==> config.mk <==
export PLATFORM = sky130hd
export DESIGN_NAME = nt_timer
export DESIGN_NICKNAME = d
export VERILOG_FILES = /design/src/rtl/nt_pkg.sv /design/src/rtl/nt_edge.sv /design/src/rtl/nt_channel.sv /design/src/rtl/nt_timer.sv
export SDC_FILE = /design/constraint.sdc
export NUM_CORES = 1
export LEC_CHECK = 0
export BUFFER_PORTS_ARGS = -buffer_cell sky130_fd_sc_hd__buf_2
export CAP_MARGIN = 0
export CELL_PAD_IN_SITES_DETAIL_PLACEMENT = 1
export CELL_PAD_IN_SITES_GLOBAL_PLACEMENT = 1
export CORE_AREA = 5 5 90 67
export CTS_CLUSTER_SIZE = 28
export DETAILED_ROUTE_END_ITERATION = 6
export DIE_AREA = 0 0 95 72
export PLACE_DENSITY_LB_ADDON = 0.1
export SLEW_MARGIN = 0
export SYNTH_ARGS = -nofsm -noshare
export SYNTH_HDL_FRONTEND = slang
export SYNTH_SLANG_ARGS = --single-unit
==> constraint.sdc <==
create_clock -name clk -period 2 [get_ports clk]
set_input_delay 0.3 -clock clk [delete_from_list [all_inputs] [get_ports clk]]
set_output_delay 0.3 -clock clk [all_outputs]
set_load 0.02 [all_outputs]
==> src/rtl/nt_pkg.sv <==
package nt_pkg;

    localparam int NIB_W        = 4;
    localparam int CTRL_RUN_BIT = 0;
    localparam int CTRL_SRC_BIT = 1;

    typedef enum logic {
        SRC_TICK = 1'b0,
        SRC_PIN  = 1'b1
    } nt_src_e;

    typedef struct packed {
        nt_src_e src;
        logic    run;
    } nt_ctrl_t;

    function automatic nt_ctrl_t ctrl_from_nib(input logic [NIB_W-1:0] d);
        nt_ctrl_t c;
        c.run = d[CTRL_RUN_BIT];
        c.src = d[CTRL_SRC_BIT] ? SRC_PIN : SRC_TICK;
        return c;
    endfunction

    function automatic logic [NIB_W-1:0] ctrl_to_nib(input nt_ctrl_t c);
        logic [NIB_W-1:0] d;
        d = '0;
        d[CTRL_RUN_BIT] = c.run;
        d[CTRL_SRC_BIT] = (c.src == SRC_PIN);
        return d;
    endfunction

endpackage

==> src/rtl/nt_edge.sv <==
module nt_edge #(
    parameter int STAGES = 2
) (
    input  logic clk,
    input  logic rst,
    input  logic din,
    output logic rise
);
    logic level;
    logic prev;

    generate
        if (STAGES == 0) begin : g_direct
            assign level = din;
        end else begin : g_sync
            logic [STAGES-1:0] sync_q;
            always_ff @(posedge clk) begin
                if (rst) sync_q <= '0;
                else     sync_q <= {sync_q[STAGES-2:0], din};
            end
            assign level = sync_q[STAGES-1];
        end
    endgenerate

    always_ff @(posedge clk) begin
        if (rst) prev <= 1'b0;
        else     prev <= level;
    end

    assign rise = level & ~prev;
endmodule

==> src/rtl/nt_channel.sv <==
module nt_channel
    import nt_pkg::*;
#(
    parameter int CNT_W  = 12,
    parameter int SLOT_W = 2
) (
    input  logic              clk,
    input  logic              rst,
    input  logic              tick_rise,
    input  logic              pin_rise,
    input  logic              wr_cnt,
    input  logic              wr_ctrl,
    input  logic [SLOT_W-1:0] wr_slot,
    input  logic [NIB_W-1:0]  wdata,
    output logic [CNT_W-1:0]  count,
    output nt_ctrl_t          ctrl,
    output logic              ovf
);
    localparam int NNIB = CNT_W / NIB_W;

    logic             sel_rise;
    logic             stop_now;
    logic             step;
    logic [CNT_W-1:0] loaded;

    assign sel_rise = (ctrl.src == SRC_PIN) ? pin_rise : tick_rise;
    assign stop_now = wr_ctrl && !wdata[CTRL_RUN_BIT];
    assign step     = ctrl.run && sel_rise && !stop_now;

    always_comb begin
        loaded = count;
        for (int k = 0; k < NNIB; k++) begin
            if (wr_cnt && (wr_slot == SLOT_W'(k)))
                loaded[k*NIB_W +: NIB_W] = wdata;
        end
    end

    always_ff @(posedge clk) begin
        if (rst) begin
            count <= '0;
            ctrl  <= '{src: SRC_TICK, run: 1'b0};
            ovf   <= 1'b0;
        end else begin
            ovf <= step && (&count);
            if (wr_ctrl)
                ctrl <= ctrl_from_nib(wdata);
            if (step)
                count <= count + 1'b1;
            else if (!ctrl.run)
                count <= loaded;
        end
    end
endmodule

==> src/rtl/nt_timer.sv <==
module nt_timer
    import nt_pkg::*;
#(
    parameter int N_CH  = 2,
    parameter int CNT_W = 12,
    parameter int SYNC  = 2
) (
    input  logic                                   clk,
    input  logic                                   rst,
    input  logic [$clog2(N_CH)+$clog2(CNT_W/4+1)-1:0] bus_addr,
    input  logic                                   bus_we,
    input  logic [3:0]                             bus_wdata,
    output logic [3:0]                             bus_rdata,
    input  logic                                   tick_in,
    input  logic [N_CH-1:0]                        pin_in,
    output logic [N_CH-1:0]                        ovf_pulse
);
    localparam int NNIB   = CNT_W / NIB_W;
    localparam int SLOT_W = $clog2(NNIB + 1);
    localparam int CH_W   = $clog2(N_CH);
    localparam int AW     = CH_W + SLOT_W;

    logic              tick_rise;
    logic [SLOT_W-1:0] slot;
    logic [CH_W-1:0]   ch_sel;

    logic [N_CH-1:0][CNT_W-1:0] cnt_all;
    logic [N_CH-1:0]            run_all;
    nt_ctrl_t [N_CH-1:0]        ctrl_all;

    assign slot   = bus_addr[SLOT_W-1:0];
    assign ch_sel = bus_addr[AW-1:SLOT_W];

    nt_edge #(.STAGES(0)) u_tick_edge (
        .clk  (clk),
        .rst  (rst),
        .din  (tick_in),
        .rise (tick_rise)
    );

    generate
        for (genvar c = 0; c < N_CH; c++) begin : g_ch
            logic pin_rise;
            logic hit;

            assign hit = bus_we && (ch_sel == CH_W'(c));

            nt_edge #(.STAGES(SYNC)) u_pin_edge (
                .clk  (clk),
                .rst  (rst),
                .din  (pin_in[c]),
                .rise (pin_rise)
            );

            nt_channel #(.CNT_W(CNT_W), .SLOT_W(SLOT_W)) u_chan (
                .clk       (clk),
                .rst       (rst),
                .tick_rise (tick_rise),
                .pin_rise  (pin_rise),
                .wr_cnt    (hit && (slot < SLOT_W'(NNIB))),
                .wr_ctrl   (hit && (slot == SLOT_W'(NNIB))),
                .wr_slot   (slot),
                .wdata     (bus_wdata),
                .count     (cnt_all[c]),
                .ctrl      (ctrl_all[c]),
                .ovf       (ovf_pulse[c])
            );

            assign run_all[c] = ctrl_all[c].run;
        end
    endgenerate

    always_comb begin
        bus_rdata = '0;
        for (int c = 0; c < N_CH; c++) begin
            if (ch_sel == CH_W'(c)) begin
                if (slot == SLOT_W'(NNIB))
                    bus_rdata = ctrl_to_nib(ctrl_all[c]);
                for (int k = 0; k < NNIB; k++) begin
                    if (slot == SLOT_W'(k))
                        bus_rdata = cnt_all[c][k*NIB_W +: NIB_W];
                end
            end
        end
    end
endmodule

==> impl_metrics.json, run 1 <==
{
  "drive_above_1_share": 0.2000,
  "finalHoldViolations": 0,
  "critPathKind": "flip-flop to output port",
  "maxCapViolations": 0,
  "gp_congestion": 0.8561,
  "grt_max_degree": 34,
  "cts_tree": "yes",
  "drv_slew": 0,
  "cts_root_buf": "clkbuf_8",
  "hold_path_class": "input port to flip-flop",
  "track_usage": 0.2312,
  "utilization": 0.5049,
  "max_stage_delay_ns": 0.43,
  "ant_nets": 0,
  "cts_buffers": 5,
  "crit_chain": "buf_4, mux4_2, mux2_2, buf_2",
  "num_rows": 22,
  "peakVddDrop_uv": 364.6,
  "final_cell_count_no_fill": 367,
  "finalCritPeriodShare": 0.9719,
  "arrival_ns": 1.64,
  "crit_path_end_kind": "output port",
  "path_clk_slew_ns": 0.08,
  "synth_edf_count": 0,
  "power.density_nw_per_um2": 643.1,
  "die_y_um": 72,
  "grt_pass1_vias": 2224,
  "power_leakage_uw": 0.0009462,
  "worst_clock_skew_ns": 0.004155,
  "cp_max_fo": 3,
  "cpMaxStageDelayCell": "mux4_2",
  "start_util": 0.4385,
  "core_area_um2": 5065,
  "nNetsFinal": 309,
  "worstMarginPinSlew_ns": 0.5028,
  "yosys.area.top_type": "dfxtp_1",
  "ios": 19,
  "ys_seq_area_frac": 0.3335,
  "synth_seq_cells": 37,
  "dr.pass1.iters": 4,
  "fin_crit_ns": 1.944,
  "fin_tns_setup_ns": 0,
  "dp_hpwl_um": 5560,
  "wirelength_um": 7574,
  "portBuffers": 18,
  "synthCells": 270,
  "die_x_um": 95,
  "synth_common_cells": "dfxtp_1, nand2_1, a21oi_1",
  "cts_hold_buf": 0,
  "areaGrowthSynthToFinish_pct": 15.15,
  "reg2reg_slack_ns": 0.11,
  "synth_area_leaders": "dfxtp_1, nand2_1, a21oi_1, mux4_2, mux2i_1",
  "synth_warnings": 0,
  "cts.sinks": 37,
  "diodes": 0,
  "drc": 0,
  "crit_required_ns": 1.70,
  "setup_viol": 0,
  "clockBufferDepth": 2,
  "netlist.area_leader.share": 0.3335,
  "grt_overflow_total": 0,
  "vias_per_cell": 6.035,
  "slew_headroom": 0.6648,
  "synth.distinct_cells": 57,
  "fmax_mhz": 514.5,
  "via_count": 2215,
  "hold_ws_ns": 0.2136,
  "drt_first_iter_violations": 127,
  "placed_cell_area_um2": 2436,
  "syn_nets": 285,
  "status": "finished clean",
  "start_kind": "flip-flop",
  "wl_per_cell_um": 20.64,
  "yosysMostFrequentCell": "dfxtp_1",
  "dieArea_um2": 6840,
  "clk_latency_ns": 0.29,
  "fin_area_um2": 2557,
  "fillers": 651,
  "htreeDepth": 2,
  "async_flop_share": 0,
  "grt_setup_unrepaired": "false",
  "synth_area_um2": 2221,
  "antenna_found_initial": 0,
  "dp.cells": 359,
  "avgSynthCellArea_um2": 8.225,
  "synthFlopType": "dfxtp_1",
  "grt_first_pass_wirelength_um": 12140
}
-- critical path, delay by kind of cell (launching register included) --
kind     cells  cell delay, ns
buf+inv      2            0.30
mux          2            0.71
flops        1            0.34
-- area by class of cell --
type / count / area, um2 / area share
inverters: 4 / 15.01 / 0.005871
clock inverters: 2 / 37.54 / 0.01468
repair buffers: 35 / 217.7 / 0.08513
well taps: 72 / 90.09 / 0.03523
clock buffers: 6 / 82.58 / 0.03229
flip-flops and latches: 37 / 742.0 / 0.2901
multi-input cells: 211 / 1373 / 0.5367
-- registers in the layout, indices dropped and copies added (netlist names) --
name,count
g_ch.u_pin_edge.g_sync.sync_q,4
g_ch.u_chan.ctrl,4
g_ch.u_pin_edge.prev,2
g_ch.u_chan.count,24
g_ch.u_chan.ovf,2
u_tick_edge.prev,1
-- final timing paths --
check / start / end / cells past startpoint
worst max-delay path: g_ch[0].u_chan.count[1] / bus_rdata[1] / 4
worst min-delay path: pin_in[1] / g_ch[1].u_pin_edge.g_sync.sync_q[0] / 2
worst max register to register: g_ch[0].u_chan.ctrl[1] / g_ch[0].u_chan.count[11] / 5
worst min register to register: g_ch[1].u_pin_edge.g_sync.sync_q[0] / g_ch[1].u_pin_edge.g_sync.sync_q[1] / 1
-- layout by cell type (no fill, tap or decap), drive strengths merged, types with 7 or more instances in the layout --
| master | Yosys | routed |
|---|---|---|
| nor2 | 21 | 21 |
| buf | 10 | 35 |
| nand2 | 35 | 35 |
| mux2i | 8 | 8 |
| a21oi | 23 | 23 |
| o311ai | 7 | 7 |
| nand3 | 12 | 12 |
| nor2b | 11 | 11 |
| dfxtp | 37 | 37 |
| a31oi | 8 | 8 |
| nor3 | 7 | 7 |
-- cell families after synthesis --
logic type / share of synthesized area
AND/OR/NAND/NOR: 0.2885
buffers and inverters: 0.04845
XOR/XNOR: 0.003944
AO/OA/AOI/OAI: 0.2276
multiplexers: 0.08676
flip-flops: 0.3335
adder cells (fa/ha/maj): 0.01127
-- what timing repair did --
item / in CTS / in global routing
buffers inserted: 0 / 0
gates resized for setup: 0 / 1
setup endpoints to repair: 0 / 1
-- metal layers --
| layer | routed length [um] | part of all wire | GRT usage |
|---|---|---|---|
| met1 | 3695 | 0.49 | 0.3484 |
| met2 | 3264 | 0.43 | 0.3406 |
| met3 | 548 | 0.072 | 0.04560 |
| met4 | 66 | 0.0087 | 0.04800 |
| met5 | 0 | 0 | 0 |
-- where the power goes --
part,leakage [uW],internal [uW],switching [uW]
Combinational,0.000588,66.8,107
Clock,0.0000574,406,288
Sequential,0.000301,755,22.0
Total,0.000946,1230,417
-- per-stage QoR --
stage / setup slack (ns) / total power, uW
4_1_cts: 0.05227 / 1652
6_report: 0.05620 / 1645
3_5_place_dp: 0.1235 / 965.1
2_1_floorplan: 0.2432 / 892.3
3_3_place_gp: 0.1416 / 960.0
5_1_grt: 0.003143 / 1714
Power figures use the tool's default switching activity.
==> run 2, diff against run 1 <==
--- a/config.mk
+++ b/config.mk
@@ -9,12 +9,11 @@
 export CAP_MARGIN = 0
 export CELL_PAD_IN_SITES_DETAIL_PLACEMENT = 1
 export CELL_PAD_IN_SITES_GLOBAL_PLACEMENT = 1
-export CORE_AREA = 5 5 90 67
+export CORE_AREA = 5 5 102 75
 export CTS_CLUSTER_SIZE = 28
 export DETAILED_ROUTE_END_ITERATION = 6
-export DIE_AREA = 0 0 95 72
+export DIE_AREA = 0 0 107 80
 export PLACE_DENSITY_LB_ADDON = 0.1
-export SLEW_MARGIN = 0
 export SYNTH_ARGS = -nofsm -noshare
 export SYNTH_HDL_FRONTEND = slang
 export SYNTH_SLANG_ARGS = --single-unit
==> run 2 against run 1 <==
Net effect:
- global-route usage is 4.3 points lower
- die area is 25% higher
- hold slack worse by 0.0046 ns
- critical path depth is 1 lower
- power is 9.6% lower
- fmax is 0.54% higher
- clock skew is 0.0051 ns higher
- utilization is 12 points lower
- clock-buffer cell count stayed put
- cell area hardly changed
- register-to-register slack better by 0.05 ns
- sequential power hardly changed
==> impl_metrics.json, run 2 (same netlist as run 1, synthesis figures left out) <==
{
  "status": "finished clean",
  "final_common_cell": "dfxtp_1",
  "num_rows": 25,
  "drt_first_iter_violations": 125,
  "min-delay-start": "pin_in[0]",
  "r2r-start": "g_ch[0].u_chan.ctrl[1]",
  "grt_max_degree": 34,
  "areaGrowthSynthToFinish_pct": 15.27,
  "crit_chain": "mux4_2, mux2_4, buf_4",
  "post-place-ws_ns": 0.08229,
  "cts_buffers": 5,
  "critPathKind": "flip-flop to output port",
  "finalHoldViolations": 0,
  "grt_overflow_total": 0,
  "wirelength_um": 7477,
  "drv_slew": 0,
  "top_regs": "g_ch.u_chan.count x24, g_ch.u_chan.ctrl x4, g_ch.u_pin_edge.g_sync.sync_q x4",
  "register_area_um2": 742.0,
  "clk_latency_ns": 0.29,
  "vias_per_cell": 5.818,
  "cpMaxStageDelayCell": "mux4_2",
  "hold_path_end": "g_ch[0].u_pin_edge.g_sync.sync_q[0]",
  "fin_crit_ns": 1.933,
  "grt_first_pass_wirelength_um": 12310,
  "wl_per_cell_um": 19.73,
  "htreeDepth": 2,
  "start_util": 0.3381,
  "fin_ws_ns": 0.06661,
  "cts.sinks": 37,
  "layout_common_cells": "dfxtp_1, nand2_1, a21oi_1",
  "worstMarginPinSlew_ns": 0.5163,
  "dieArea_um2": 8560,
  "r2r-end": "g_ch[0].u_chan.count[9]",
  "hold_path_class": "input port to flip-flop",
  "path_clk_slew_ns": 0.08,
  "portBuffers": 18,
  "clockBufferDepth": 2,
  "fmax_mhz": 517.2,
  "cts_hold_buf": 0,
  "crit_required_ns": 1.70,
  "drc": 0,
  "reg2reg_depth": 5,
  "startpoint": "g_ch[0].u_chan.count[8]",
  "antenna_found_initial": 0,
  "crit_family": "multiplexers",
  "dp.cells": 371,
  "drive_above_1_share": 0.2047,
  "dp_hpwl_um": 5507,
  "ant_nets": 0,
  "whs_path_depth": 2,
  "largest_reg_flops": 24,
  "cp_max_fo": 7,
  "arrival_ns": 1.63,
  "ios": 19,
  "slew_headroom": 0.6532,
  "gp_congestion": 0.8080,
  "grt_pass1_vias": 2209,
  "setup_viol": 0,
  "largest-register": "g_ch.u_chan.count",
  "die_x_um": 107,
  "hold_ws_ns": 0.2090,
  "power.density_nw_per_um2": 580.9,
  "fin_tns_setup_ns": 0,
  "crit_path_end_kind": "output port",
  "grt_setup_unrepaired": "false",
  "nNetsFinal": 312,
  "max_stage_delay_ns": 0.49,
  "final_cell_count_no_fill": 379,
  "cp_num_buf_inv": 1,
  "cts_root_buf": "clkbuf_8",
  "fillers": 801,
  "core_area_um2": 6569,
  "dr.pass1.iters": 4,
  "worst_clock_skew_ns": 0.009215,
  "die_y_um": 80,
  "peakVddDrop_uv": 229.6,
  "start_kind": "flip-flop",
  "cts_tree": "yes",
  "reg2reg_slack_ns": 0.16,
  "track_usage": 0.1878,
  "diodes": 0,
  "power_leakage_uw": 0.0009490,
  "finalCritPeriodShare": 0.9667,
  "via_count": 2205,
  "maxCapViolations": 0,
  "multiInputGateArea_um2": 1376
}
-- run 2: how the worst max path moves through the flow --
| stage | endpoint | slack, ns | cells after the start |
|---|---|---|---|
| after floorplan | bus_rdata[2] | 0.24 | 5 |
| after global placement | bus_rdata[1] | 0.12 | 4 |
| after detailed placement | g_ch[0].u_chan.count[11] | 0.08 | 6 |
| after CTS | bus_rdata[0] | 0.01 | 4 |
| after global routing | bus_rdata[0] | 0.02 | 3 |
| final | bus_rdata[0] | 0.07 | 3 |
-- run 2: per-layer routing --
metal / up-vias / GRT usage / wire (um)
met5: - / 0 / 0
met4: 0 / 0.04470 / 48
met3: 4 / 0.03557 / 470
met2: 49 / 0.2569 / 2876
met1: 1074 / 0.2949 / 4082
li1: 1078 / - / -
-- run 2: repair_timing --
action / 4_1_cts / 5_1_grt
endpoints found under the setup margin: 1 / 1
buffers inserted: 1 / 0
endpoints found under the hold margin: 0 / 0
gates resized for setup: 3 / 0
-- run 2: metrics by stage --
| step | instance area (um2) | utilization | power [uW] |
|---|---|---|---|
| after global placement | 2470 | 0.3760 | 967.9 |
| final | 2560 | 0.3897 | 1487 |
| after detailed placement | 2470 | 0.3760 | 968.1 |
| after floorplan | 2221 | - | 892.3 |
| after CTS | 2567 | 0.3909 | 1499 |
| after global routing | 2560 | 0.3897 | 1552 |
-- run 2: worst reg2reg max path, delay by kind of cell (launching register included) --
kind	cells	cell delay [ns]
AO/OA/AOI/OAI	2	0.36
flip-flops	1	0.35
AND/OR/NAND/NOR	3	1.07
-- run 2: area by class of cell --
type | instances | area share
timing repair buffer | 38 | 0.09482
clock buffer | 6 | 0.02835
tap | 81 | 0.03959
inverter | 4 | 0.005865
multi-input combinational | 211 | 0.5376
clock inverter | 2 | 0.003910
sequential | 37 | 0.2898
-- run 2: power breakdown --
group,leakage [uW],switching (uW),total [uW],internal (uW)
clock network,0.0000450,291,533,242
registers,0.000301,23.9,779,755
logic,0.000603,107,175,68.3
total,0.000949,422,1490,1070
